[src/rtl/gpio_port_pkg.sv]
package gpio_port_pkg;
  localparam int unsigned NPINS = 32;
  localparam int unsigned NALT  = NPINS / 2;
  localparam int unsigned AW    = 5;

  localparam logic [AW-1:0] A_DIR  = 5'h00;
  localparam logic [AW-1:0] A_PUD  = 5'h02;
  localparam logic [AW-1:0] A_MXL  = 5'h04;
  localparam logic [AW-1:0] A_MXH  = 5'h06;
  localparam logic [AW-1:0] A_MODE = 5'h08;
  localparam logic [AW-1:0] A_DAT  = 5'h10;
  localparam logic [AW-1:0] A_SET  = 5'h12;
  localparam logic [AW-1:0] A_CLR  = 5'h14;
  localparam logic [AW-1:0] A_TGL  = 5'h16;

  typedef enum logic [1:0] {
    FN_GPIO = 2'b00,
    FN_OPT1 = 2'b01,
    FN_OPT2 = 2'b10,
    FN_OPT3 = 2'b11
  } fn_e;

  localparam logic [1:0] MODE_ALT = 2'b11;
endpackage

[src/rtl/gpio_regs.sv]
module gpio_regs
  import gpio_port_pkg::*;
(
  input  logic             clk_i,
  input  logic             rst_ni,
  input  logic             prot_en_i,
  input  logic             we_i,
  input  logic             wide_i,
  input  logic [AW-1:0]    addr_i,
  input  logic [31:0]      wdata_i,
  input  logic [NPINS-1:0] pin_sync_i,
  output logic [31:0]      rdata_o,
  output logic [NPINS-1:0] dir_o,
  output logic [NPINS-1:0] pud_o,
  output logic [31:0]      mxl_o,
  output logic [31:0]      mxh_o,
  output logic [1:0]       mode_o,
  output logic [NPINS-1:0] out_o
);
  logic [NPINS-1:0] dir_q, pud_q, out_q;
  logic [31:0]      mxl_q, mxh_q;
  logic [1:0]       mode_q;
  logic [31:0]      wpos, wmsk, rval;
  logic [AW-1:0]    sel;

  assign sel = {addr_i[AW-1:1], 1'b0};

  // lane placement of write data
  always_comb begin
    if (wide_i) begin
      wpos = wdata_i;
      wmsk = '1;
    end else if (addr_i[0]) begin
      wpos = {wdata_i[15:0], 16'h0000};
      wmsk = 32'hFFFF_0000;
    end else begin
      wpos = {16'h0000, wdata_i[15:0]};
      wmsk = 32'h0000_FFFF;
    end
  end

  always_ff @(posedge clk_i or negedge rst_ni) begin
    if (!rst_ni) begin
      dir_q  <= '0;
      pud_q  <= '0;
      mxl_q  <= '0;
      mxh_q  <= '0;
      mode_q <= '0;
      out_q  <= '0;
    end else if (we_i) begin
      unique case (sel)
        A_DIR:  if (prot_en_i) dir_q <= (dir_q & ~wmsk) | wpos;
        A_PUD:  if (prot_en_i) pud_q <= (pud_q & ~wmsk) | wpos;
        A_MXL:  if (prot_en_i) mxl_q <= (mxl_q & ~wmsk) | wpos;
        A_MXH:  if (prot_en_i) mxh_q <= (mxh_q & ~wmsk) | wpos;
        A_MODE: if (prot_en_i) mode_q <= (mode_q & ~wmsk[1:0]) | wpos[1:0];
        A_DAT:  out_q <= (out_q & ~wmsk) | wpos;
        A_SET:  out_q <= out_q | wpos;
        A_CLR:  out_q <= out_q & ~wpos;
        A_TGL:  out_q <= out_q ^ wpos;
        default: ;
      endcase
    end
  end

  always_comb begin
    unique case (sel)
      A_DIR:   rval = dir_q;
      A_PUD:   rval = pud_q;
      A_MXL:   rval = mxl_q;
      A_MXH:   rval = mxh_q;
      A_MODE:  rval = {30'h0, mode_q};
      A_DAT:   rval = pin_sync_i;
      default: rval = '0;
    endcase
    if (wide_i)         rdata_o = rval;
    else if (addr_i[0]) rdata_o = {16'h0000, rval[31:16]};
    else                rdata_o = {16'h0000, rval[15:0]};
  end

  assign dir_o  = dir_q;
  assign pud_o  = pud_q;
  assign mxl_o  = mxl_q;
  assign mxh_o  = mxh_q;
  assign mode_o = mode_q;
  assign out_o  = out_q;


  ctrl_locked_chk: assert property (@(posedge clk_i) disable iff (!rst_ni)
    (we_i && !prot_en_i && !addr_i[AW-1]) |=>
      ($stable(dir_q) && $stable(pud_q) && $stable(mxl_q) && $stable(mxh_q) && $stable(mode_q)));

  set_ones_chk: assert property (@(posedge clk_i) disable iff (!rst_ni)
    (we_i && wide_i && addr_i == A_SET) |=> ((out_q & $past(wdata_i)) == $past(wdata_i)));

  clr_ones_chk: assert property (@(posedge clk_i) disable iff (!rst_ni)
    (we_i && wide_i && addr_i == A_CLR) |=> ((out_q & $past(wdata_i)) == '0));
endmodule

[src/rtl/gpio_pin_mux.sv]
module gpio_pin_mux
  import gpio_port_pkg::*;
(
  input  logic [2*NPINS-1:0] fn_i,
  input  logic               alt_i,
  input  logic [NPINS-1:0]   dir_i,
  input  logic [NPINS-1:0]   out_i,
  input  logic [NPINS-1:0]   p1_do_i,
  input  logic [NPINS-1:0]   p1_oe_i,
  input  logic [NPINS-1:0]   p2_do_i,
  input  logic [NPINS-1:0]   p2_oe_i,
  input  logic [NPINS-1:0]   p3_do_i,
  input  logic [NPINS-1:0]   p3_oe_i,
  input  logic [NALT-1:0]    alt_do_i,
  input  logic [NALT-1:0]    alt_oe_i,
  output logic [NPINS-1:0]   do_o,
  output logic [NPINS-1:0]   oe_o
);
  for (genvar p = 0; p < NPINS; p++) begin : g_pin
    logic [1:0] fn;
    logic       o1_do, o1_oe;
    assign fn = fn_i[2*p +: 2];

    if (p < NALT) begin : g_alt
      assign o1_do = alt_i ? alt_do_i[p] : p1_do_i[p];
      assign o1_oe = alt_i ? alt_oe_i[p] : p1_oe_i[p];
    end else begin : g_std
      assign o1_do = p1_do_i[p];
      assign o1_oe = p1_oe_i[p];
    end

    always_comb begin
      unique case (fn)
        FN_OPT1: begin do_o[p] = o1_do;      oe_o[p] = o1_oe;      end
        FN_OPT2: begin do_o[p] = p2_do_i[p]; oe_o[p] = p2_oe_i[p]; end
        FN_OPT3: begin do_o[p] = p3_do_i[p]; oe_o[p] = p3_oe_i[p]; end
        default: begin do_o[p] = out_i[p];   oe_o[p] = dir_i[p];   end
      endcase
    end
  end
endmodule

[src/rtl/gpio_in_route.sv]
module gpio_in_route
  import gpio_port_pkg::*;
#(
  parameter int unsigned    NIN     = 8,
  parameter logic [NIN-1:0] IN_DFLT = '0
) (
  input  logic               clk_i,
  input  logic               rst_ni,
  input  logic [NPINS-1:0]   pin_i,
  input  logic [2*NPINS-1:0] fn_i,
  output logic [NPINS-1:0]   sync_o,
  output logic [NIN-1:0]     per_in_o
);
  logic [NPINS-1:0] s1_q, s2_q;

  always_ff @(posedge clk_i or negedge rst_ni) begin
    if (!rst_ni) begin
      s1_q <= '0;
      s2_q <= '0;
    end else begin
      s1_q <= pin_i;
      s2_q <= s1_q;
    end
  end

  assign sync_o = s2_q;

  // descending scan: lowest matching pin is applied last
  always_comb begin
    for (int k = 0; k < int'(NIN); k++) begin
      per_in_o[k] = IN_DFLT[k];
      for (int p = int'(NPINS) - 1; p >= 0; p--) begin
        if ((p % int'(NIN)) == k && fn_i[2*p +: 2] == FN_OPT2) per_in_o[k] = s2_q[p];
      end
    end
  end

  logic [1:0] age_q;
  always_ff @(posedge clk_i or negedge rst_ni) begin
    if (!rst_ni)            age_q <= '0;
    else if (age_q != 2'd2) age_q <= age_q + 2'd1;
  end


  sync_lat_chk: assert property (@(posedge clk_i) disable iff (!rst_ni)
    (age_q == 2'd2) |-> (s2_q == $past(pin_i, 2)));
endmodule

[src/rtl/gpio_port_ctrl.sv]
module gpio_port_ctrl
  import gpio_port_pkg::*;
#(
  parameter int unsigned    NIN     = 8,
  parameter logic [NIN-1:0] IN_DFLT = 8'hA5
) (
  input  logic             clk_i,
  input  logic             rst_ni,
  input  logic             prot_en_i,
  input  logic             we_i,
  input  logic             wide_i,
  input  logic [AW-1:0]    addr_i,
  input  logic [31:0]      wdata_i,
  output logic [31:0]      rdata_o,
  input  logic [NPINS-1:0] pin_i,
  output logic [NPINS-1:0] pin_do_o,
  output logic [NPINS-1:0] pin_oe_o,
  output logic [NPINS-1:0] pin_pu_o,
  input  logic [NPINS-1:0] p1_do_i,
  input  logic [NPINS-1:0] p1_oe_i,
  input  logic [NPINS-1:0] p2_do_i,
  input  logic [NPINS-1:0] p2_oe_i,
  input  logic [NPINS-1:0] p3_do_i,
  input  logic [NPINS-1:0] p3_oe_i,
  input  logic [NALT-1:0]  alt_do_i,
  input  logic [NALT-1:0]  alt_oe_i,
  output logic [NIN-1:0]   per_in_o
);
  logic [NPINS-1:0]   dir, pud, out_lat, sync;
  logic [31:0]        mxl, mxh;
  logic [1:0]         mode;
  logic [2*NPINS-1:0] fn_all;

  assign fn_all   = {mxh, mxl};
  assign pin_pu_o = ~pud;

  gpio_regs u_regs (
    .clk_i, .rst_ni, .prot_en_i, .we_i, .wide_i, .addr_i, .wdata_i,
    .pin_sync_i(sync), .rdata_o,
    .dir_o(dir), .pud_o(pud), .mxl_o(mxl), .mxh_o(mxh), .mode_o(mode), .out_o(out_lat)
  );

  gpio_pin_mux u_mux (
    .fn_i(fn_all), .alt_i(mode == MODE_ALT), .dir_i(dir), .out_i(out_lat),
    .p1_do_i, .p1_oe_i, .p2_do_i, .p2_oe_i, .p3_do_i, .p3_oe_i,
    .alt_do_i, .alt_oe_i, .do_o(pin_do_o), .oe_o(pin_oe_o)
  );

  gpio_in_route #(.NIN(NIN), .IN_DFLT(IN_DFLT)) u_route (
    .clk_i, .rst_ni, .pin_i, .fn_i(fn_all), .sync_o(sync), .per_in_o
  );


  alt_opt1_chk: assert property (@(posedge clk_i) disable iff (!rst_ni)
    (mode == MODE_ALT && mxl[1:0] == FN_OPT1) |->
      (pin_do_o[0] == alt_do_i[0] && pin_oe_o[0] == alt_oe_i[0]));

  gpio_dir_chk: assert property (@(posedge clk_i) disable iff (!rst_ni)
    (mxh[31:30] == FN_GPIO) |-> (pin_oe_o[NPINS-1] == dir[NPINS-1]));
endmodule

[config.mk]
export PLATFORM = sky130hd
export DESIGN_NAME = gpio_port_ctrl
export DESIGN_NICKNAME = d
export VERILOG_FILES = /design/src/rtl/gpio_port_pkg.sv /design/src/rtl/gpio_regs.sv /design/src/rtl/gpio_pin_mux.sv /design/src/rtl/gpio_in_route.sv /design/src/rtl/gpio_port_ctrl.sv
export SDC_FILE = /design/constraint.sdc
export NUM_CORES = 1
export LEC_CHECK = 0
export BUFFER_PORTS_ARGS = -buffer_cell sky130_fd_sc_hd__buf_2
export CELL_PAD_IN_SITES_DETAIL_PLACEMENT = 1
export CELL_PAD_IN_SITES_GLOBAL_PLACEMENT = 2
export CORE_MARGIN = 2
export CORE_UTILIZATION = 29
export CTS_CLUSTER_SIZE = 25
export DETAILED_ROUTE_END_ITERATION = 16
export PLACE_DENSITY = 0.81
export SETUP_SLACK_MARGIN = 0.1
export SKIP_CTS_REPAIR_TIMING = 1
export SLEW_MARGIN = 20
export SYNTH_ARGS = -nofsm -noshare
export SYNTH_HDL_FRONTEND = slang
export SYNTH_SLANG_ARGS = --single-unit
[constraint.sdc]
create_clock -name clk_i -period 1.88 [get_ports clk_i]
set_input_delay 0.188 -clock clk_i [delete_from_list [all_inputs] [get_ports clk_i]]
set_output_delay 0.188 -clock clk_i [all_outputs]
set_load 0.01 [all_outputs]
### Word level (Yosys, flattened, before mapping)

Index checks and enable logic that the tools add are counted.

| storage, ports and cells | value |
|---|---|
| output and inout bits | 136 |
| register bits after elaboration | 226 |
| latch bits | 0 |
| logic and storage cells | 276 |
| memories kept | 0 |
| ROM bits | 0 |
| memory bits (writable) | 0 |
| bits of input ports | 298 |

| operators by class | value |
|---|---|
| equality and inequality tests | 105 |
| bitwise gates (word level) | 19 |
| reduce and logical (&&, ||, !) cells | 8 |
| $lt $le $gt $ge | 0 |
| add/sub/neg operators | 0 |
| mux-type cells | 136 |
| divide/modulo/power cells | 0 |
| $mul | 0 |
| shifts and indexed selects | 0 |

Operators by type and width:

| operator | count |
|---|---|
| bitwise AND 32 bit | 6 |
| OR 32 bit | 6 |
| one-hot mux 1 bit (3 select lines) | 64 |
| one-hot mux 32 bit (6 select lines) | 1 |
| 2-to-1 mux 32 bit | 5 |
| == test 2 bit (second input constant) | 65 |
| one-hot mux 32 bit (4 select lines) | 1 |
| NOT 32 bit | 3 |
| == test 2 x 1 -> 1 bit (second input constant) | 32 |
| 2-to-1 mux 1 bit | 64 |
| XOR 32 bit | 1 |
| == test 4 bit (second input constant) | 4 |
| 2-to-1 mux 16 bit | 1 |
| AND reduction 3 bit | 5 |
| == test 4 x 2 -> 1 bit (second input constant) | 2 |
| logical NOT 5 bit | 1 |
| == test 4 x 1 -> 1 bit (second input constant) | 1 |
| == test 4 x 3 -> 1 bit (second input constant) | 1 |
| nonzero test 4 bit | 1 |
| bitwise AND 2 bit | 1 |
| NOT 2 bit | 1 |
| OR 2 bit | 1 |
| AND reduction 2 bit | 1 |

### Depth between registers and ports, before layout

| logic depth | value |
|---|---|
| word-level depth | 6 |
| gate-level depth with buffers | 10 |
| depth with buffers taken out | 7 |

### By module

Synthesis repeated with hierarchy kept, for this count alone.

| second synthesis, totals | value |
|---|---|
| cells, all modules | 1,098 |
| area, all modules | 13,596.8 um^2 |

Modules (own cells, without submodules):

| module | cells an instance | area an instance (um^2) | sequential area each (um^2) | instances |
|---|---|---|---|---|
| gpio_regs | 825 | 9,342.7 | 4,053.9 | 1 |
| gpio_in_route | 140 | 2,142.1 | 1,601.5 | 1 |
| gpio_pin_mux | 100 | 1,985.7 | 0.0 | 1 |
| gpio_port_ctrl | 33 | 126.4 | 0.0 | 1 |

### Least setup slack after synthesis

OpenSTA, ideal clock, no wires.

| path | value |
|---|---|
| kind | in2reg |
| start | input wide_i |
| end | register u_regs.out_q[10], in the netlist u_regs.out_o[10] |
| data arrival time | 1.985 ns |
| setup slack | -0.242 ns |
| setup time | 0.137 ns |
| stages on the path | 10 |
| data required time | 1.743 ns |
| path buffers | 3 |
| cells stage by stage | clkbuf_1 > nand2b_1 > buf_2 > clkbuf_1 > nand2_1 > ha_1 > inv_1 > a221oi_1 > a21oi_1 > a2bb2oi_1 |

| between the ends | value |
|---|---|
| longest elaborated chain between the ends | 5 |
| elaborated cells between the ends (all ways) | 10 |
| classes of those cells | mux: 3; bitwise: 7 |

Ends and longest elaborated chain:

| what | line | RTL |
|---|---|---|
| from (decl) | gpio_port_ctrl.sv:11 | `input logic wide_i,` |
| 2-to-1 mux 32 bit | gpio_regs.sv:30 | `if (wide_i) begin` |
| NOT 32 bit | gpio_regs.sv:57 | `A_DAT: out_q <= (out_q & ~wmsk) \| wpos;` |
| bitwise AND 32 bit | gpio_regs.sv:57 |  |
| OR 32 bit | gpio_regs.sv:57 |  |
| one-hot mux 32 bit (4 select lines) (*) | gpio_regs.sv:51 | `unique case (sel)` |
| to (signal assigned) | gpio_regs.sv:57 |  |
| to (signal assigned) | gpio_regs.sv:58 | `A_SET: out_q <= out_q \| wpos;` |
| to (signal assigned) | gpio_regs.sv:59 | `A_CLR: out_q <= out_q & ~wpos;` |
| to (decl) | gpio_regs.sv:20 | `logic [NPINS-1:0] dir_q, pud_q, out_q;` |

Every way passes the cells marked *; elsewhere a longest branch is shown, timed or not.
A chain may end at the register's enable or synchronous reset.

### Worst setup path after layout

| path | value |
|---|---|
| start | register u_regs.mode_q[0], in the netlist u_regs.mode_o[0] |
| end | output pin_do_o[6] |

| between the ends | value |
|---|---|
| longest elaborated chain between the ends | 3 |

Ends and longest elaborated chain:

| what | line | RTL |
|---|---|---|
| from (decl) | gpio_regs.sv:22 | `logic [1:0] mode_q;` |
| from (signal assigned) | gpio_regs.sv:56 | `A_MODE: if (prot_en_i) mode_q <= (mode_q & ~wmsk[1:0]) \| wpos[1:0];` |
| == test 2 bit | gpio_port_ctrl.sv:44 | `.fn_i(fn_all), .alt_i(mode == MODE_ALT), .dir_i(dir), .out_i(out_lat),` |
| 2-to-1 mux 1 bit | gpio_pin_mux.sv:25 | `assign o1_do = alt_i ? alt_do_i[p] : p1_do_i[p];` |
| one-hot mux 1 bit (3 select lines) | gpio_pin_mux.sv:33 | `unique case (fn)` |
| to (decl) | gpio_port_ctrl.sv:16 | `output logic [NPINS-1:0] pin_do_o,` |

Every way passes these cells.

==> reports/metrics.csv <==
metric,value,unit
global-route wire length before repair,83200,um
syn_nets,1399,
drt drc,0,
failing checks,setup timing,
average size of a mapped cell,11.9,um^2
GRT busiest layer,met2,
Die Ht,214,um
Ant. Diodes,0,
clock insertion delay at the later pin of the skew report,0.57,ns
"area leader, netlist",dfrtp_1,
RSZ-0062 raised after global routing,yes,
Worst setup SP type,flop,
Die ar.,45600,um^2
GR Overflow Total,0,
most instantiated cells after synthesis,"dfrtp_1 (226), mux2_2 (83), nand2_1 (69)",
Max Freq,405,MHz
fin cells,2314,
R2R depth,5,
worst setup margin,-0.591,ns
RR Endpoint,u_regs.out_o[0]$_DFFE_PN0P_,
Reg-to-Reg Start,u_regs.out_o[0]$_DFFE_PN0P_,
share of cells above drive strength 1,59.3,%
1st-iter DRT viols,714,
CTS tree,done,
final instance area,19800,um^2
pre-CTS WS,-0.108,ns
Vias/cell,5.33,
Final ANT Viol Nets,0,
"Slew Viols, Final",0,
P_leak,9.23,nW
worst endpoint data arrival time,2.28,ns
"Area growth, synth to finish",55.6,%
"Clk pin slew, worst setup/hold paths",0.06,ns
area share of the largest cell type after synthesis,44.4,%
clk buf depth,3,
met3 Track Usage GR,4.06,%
largest net degree at the start of global routing,54,
endpoints failing hold,0,
"flops & latches, synth",226,
main flop type after synthesis,dfrtp_1,
Rows,76,
met1 Usage GRT,32.1,%
outcome,finished with violations,
Hold Path End,u_regs.mxl_o[10]$_DFFE_PN0P_,
post-route clock period utilization,131,%
number of global-route vias before repair,12800,
Worst Hold Depth,3,
Initial Util,29.5,%
P per Cell Area,963,nW/um^2
synth top area cells,"dfrtp_1 (44%), mux4_2 (11%), mux2_2 (7.3%)",
synthesized area,12700,um^2
GR Layer Usage met2,43.5,%
detailed-route wire length per cell,26.1,um
IO Port Bufs,433,
ys async rst share,100,%
worst hold slack,0.0234,ns
TritonRoute pass-1 iters,5,
Worst Hold Launch,wdata_i[10],
final worst path period need,2.47,ns
initial antenna violation count,0,
Max-Cap Viols,0,
Total GRT Usage,24.8,%
"Distinct cells, synth",52,
CTS buffer count,27,
CP Class,flop to primary output,
GP Congestion,0.896,
min-delay worst type,input pin to flop,
dpl cell area,16600,um^2
worst-margin pin slew,0.712,ns
sequential fraction of the synthesis area,44.4,%
VDD IR max,0.719,mV
Post-synth EDFFs,0,
clock sinks,226,
Setup Viol. Count Final,103,
synth warn,0,
CP Capture Type,primary output,
setup_tns,-24.72,ns
Worst slew margin,52.5,%
via count,12300,
Synth Instances,1069,
critical path peak fanout,8,
H-tree depth,1,
Core ar.,43200,um^2
Placed Cells,2147,
Clock Skew,0.0201,ns
# IOs,434,
CP required,1.69,ns
Die W,214,um
most instantiated library cell after synthesis,dfrtp_1,
Worst R2R Setup Slack,0.33,ns
Final #Nets,2038,
clk root buf,clkbuf_16,
WL final,60400,um
DP HPWL,45800,um
## report_power, final
part           switching (W)  total (W)  internal [W]
registers           0.000902    0.00650       0.00559
logic                0.00286    0.00650       0.00365
clock network        0.00227    0.00609       0.00383
total                0.00603     0.0191        0.0131
## registers in the layout, summed over array words and instances, names as in the netlist
signal and cells:
u_regs.mxl_o 32, u_regs.dir_o 32, u_regs.pud_o 32, u_route.sync_o 32, u_route.s1_q 32, u_regs.out_o 32
u_regs.mxh_o 32, u_regs.mode_o 2
## placed cells by master, fill, tap and decap left out, types with 35 or more instances in the layout
| master | n |
|---|---|
| nand2_1 | 68 |
| inv_1 | 60 |
| buf_6 | 80 |
| o21ai_0 | 47 |
| mux2_2 | 66 |
| dlygate4sd3_1 | 35 |
| buf_4 | 160 |
| mux4_2 | 65 |
| dfrtp_1 | 186 |
| buf_2 | 381 |
| mux2i_1 | 43 |
| dfrtp_2 | 40 |
| mux2_4 | 37 |
## worst max path at each step
stage                                      start                      endpoint  slack, ns  cells after the start
floorplan                                 wide_i  u_regs.out_o[10]$_DFFE_PN0P_       0.04                     10
global placement                       addr_i[4]                    rdata_o[4]      -0.09                      8
detailed placement                     addr_i[4]                    rdata_o[4]      -0.11                      8
CTS                 u_regs.mode_o[0]$_DFFE_PN0P_                   pin_do_o[3]      -0.62                      5
global route        u_regs.mode_o[0]$_DFFE_PN0P_                  pin_oe_o[11]      -0.64                      5
finish              u_regs.mode_o[0]$_DFFE_PN0P_                   pin_do_o[6]      -0.59                      5
## cell families after synthesis
| logic type | count (synthesis) | synth area share, % |
|---|---|---|
| and+or+nand+nor | 164 | 6.79 |
| DFF | 226 | 44.4 |
| muxes | 220 | 25.3 |
| AOI/OAI and AO/OA | 292 | 16.0 |
| adders and majority gates | 32 | 3.14 |
| buffers and inverters | 135 | 4.41 |
## stage by stage
step / utilization [%] / total power [W]
final: 45.9 / 0.0191
after global routing: 45.9 / 0.0198
after global placement: 38.6 / 0.0115
after floorplan: - / 0.00894
after detailed placement: 38.6 / 0.0117
after CTS: 41.0 / 0.0178
## layout make-up
type / instances / area, um^2
fillers: 4683 / 23300
multi-input cells: 708 / 7180
flip-flops and latches: 226 / 5710
repair buffers: 685 / 4940
clock buffers: 34 / 762
well taps: 585 / 732
clock inverters: 16 / 272
inverters: 60 / 225
## critical path: stages (launching register included)
cell and delay [ns]:
dfrtp_1 0.41, nand2_4 0.18, buf_12 0.17, mux2_2 0.36
mux4_2 0.47, buf_6 0.14
## metal layers
metal | part of all wire (%) | vias up
met5 | 0 | -
met4 | 2.3 | 0
li1 | - | 5364
met1 | 41 | 6397
met2 | 50 | 493
met3 | 5.8 | 90
Note: power is estimated with default switching activity, not from simulation.
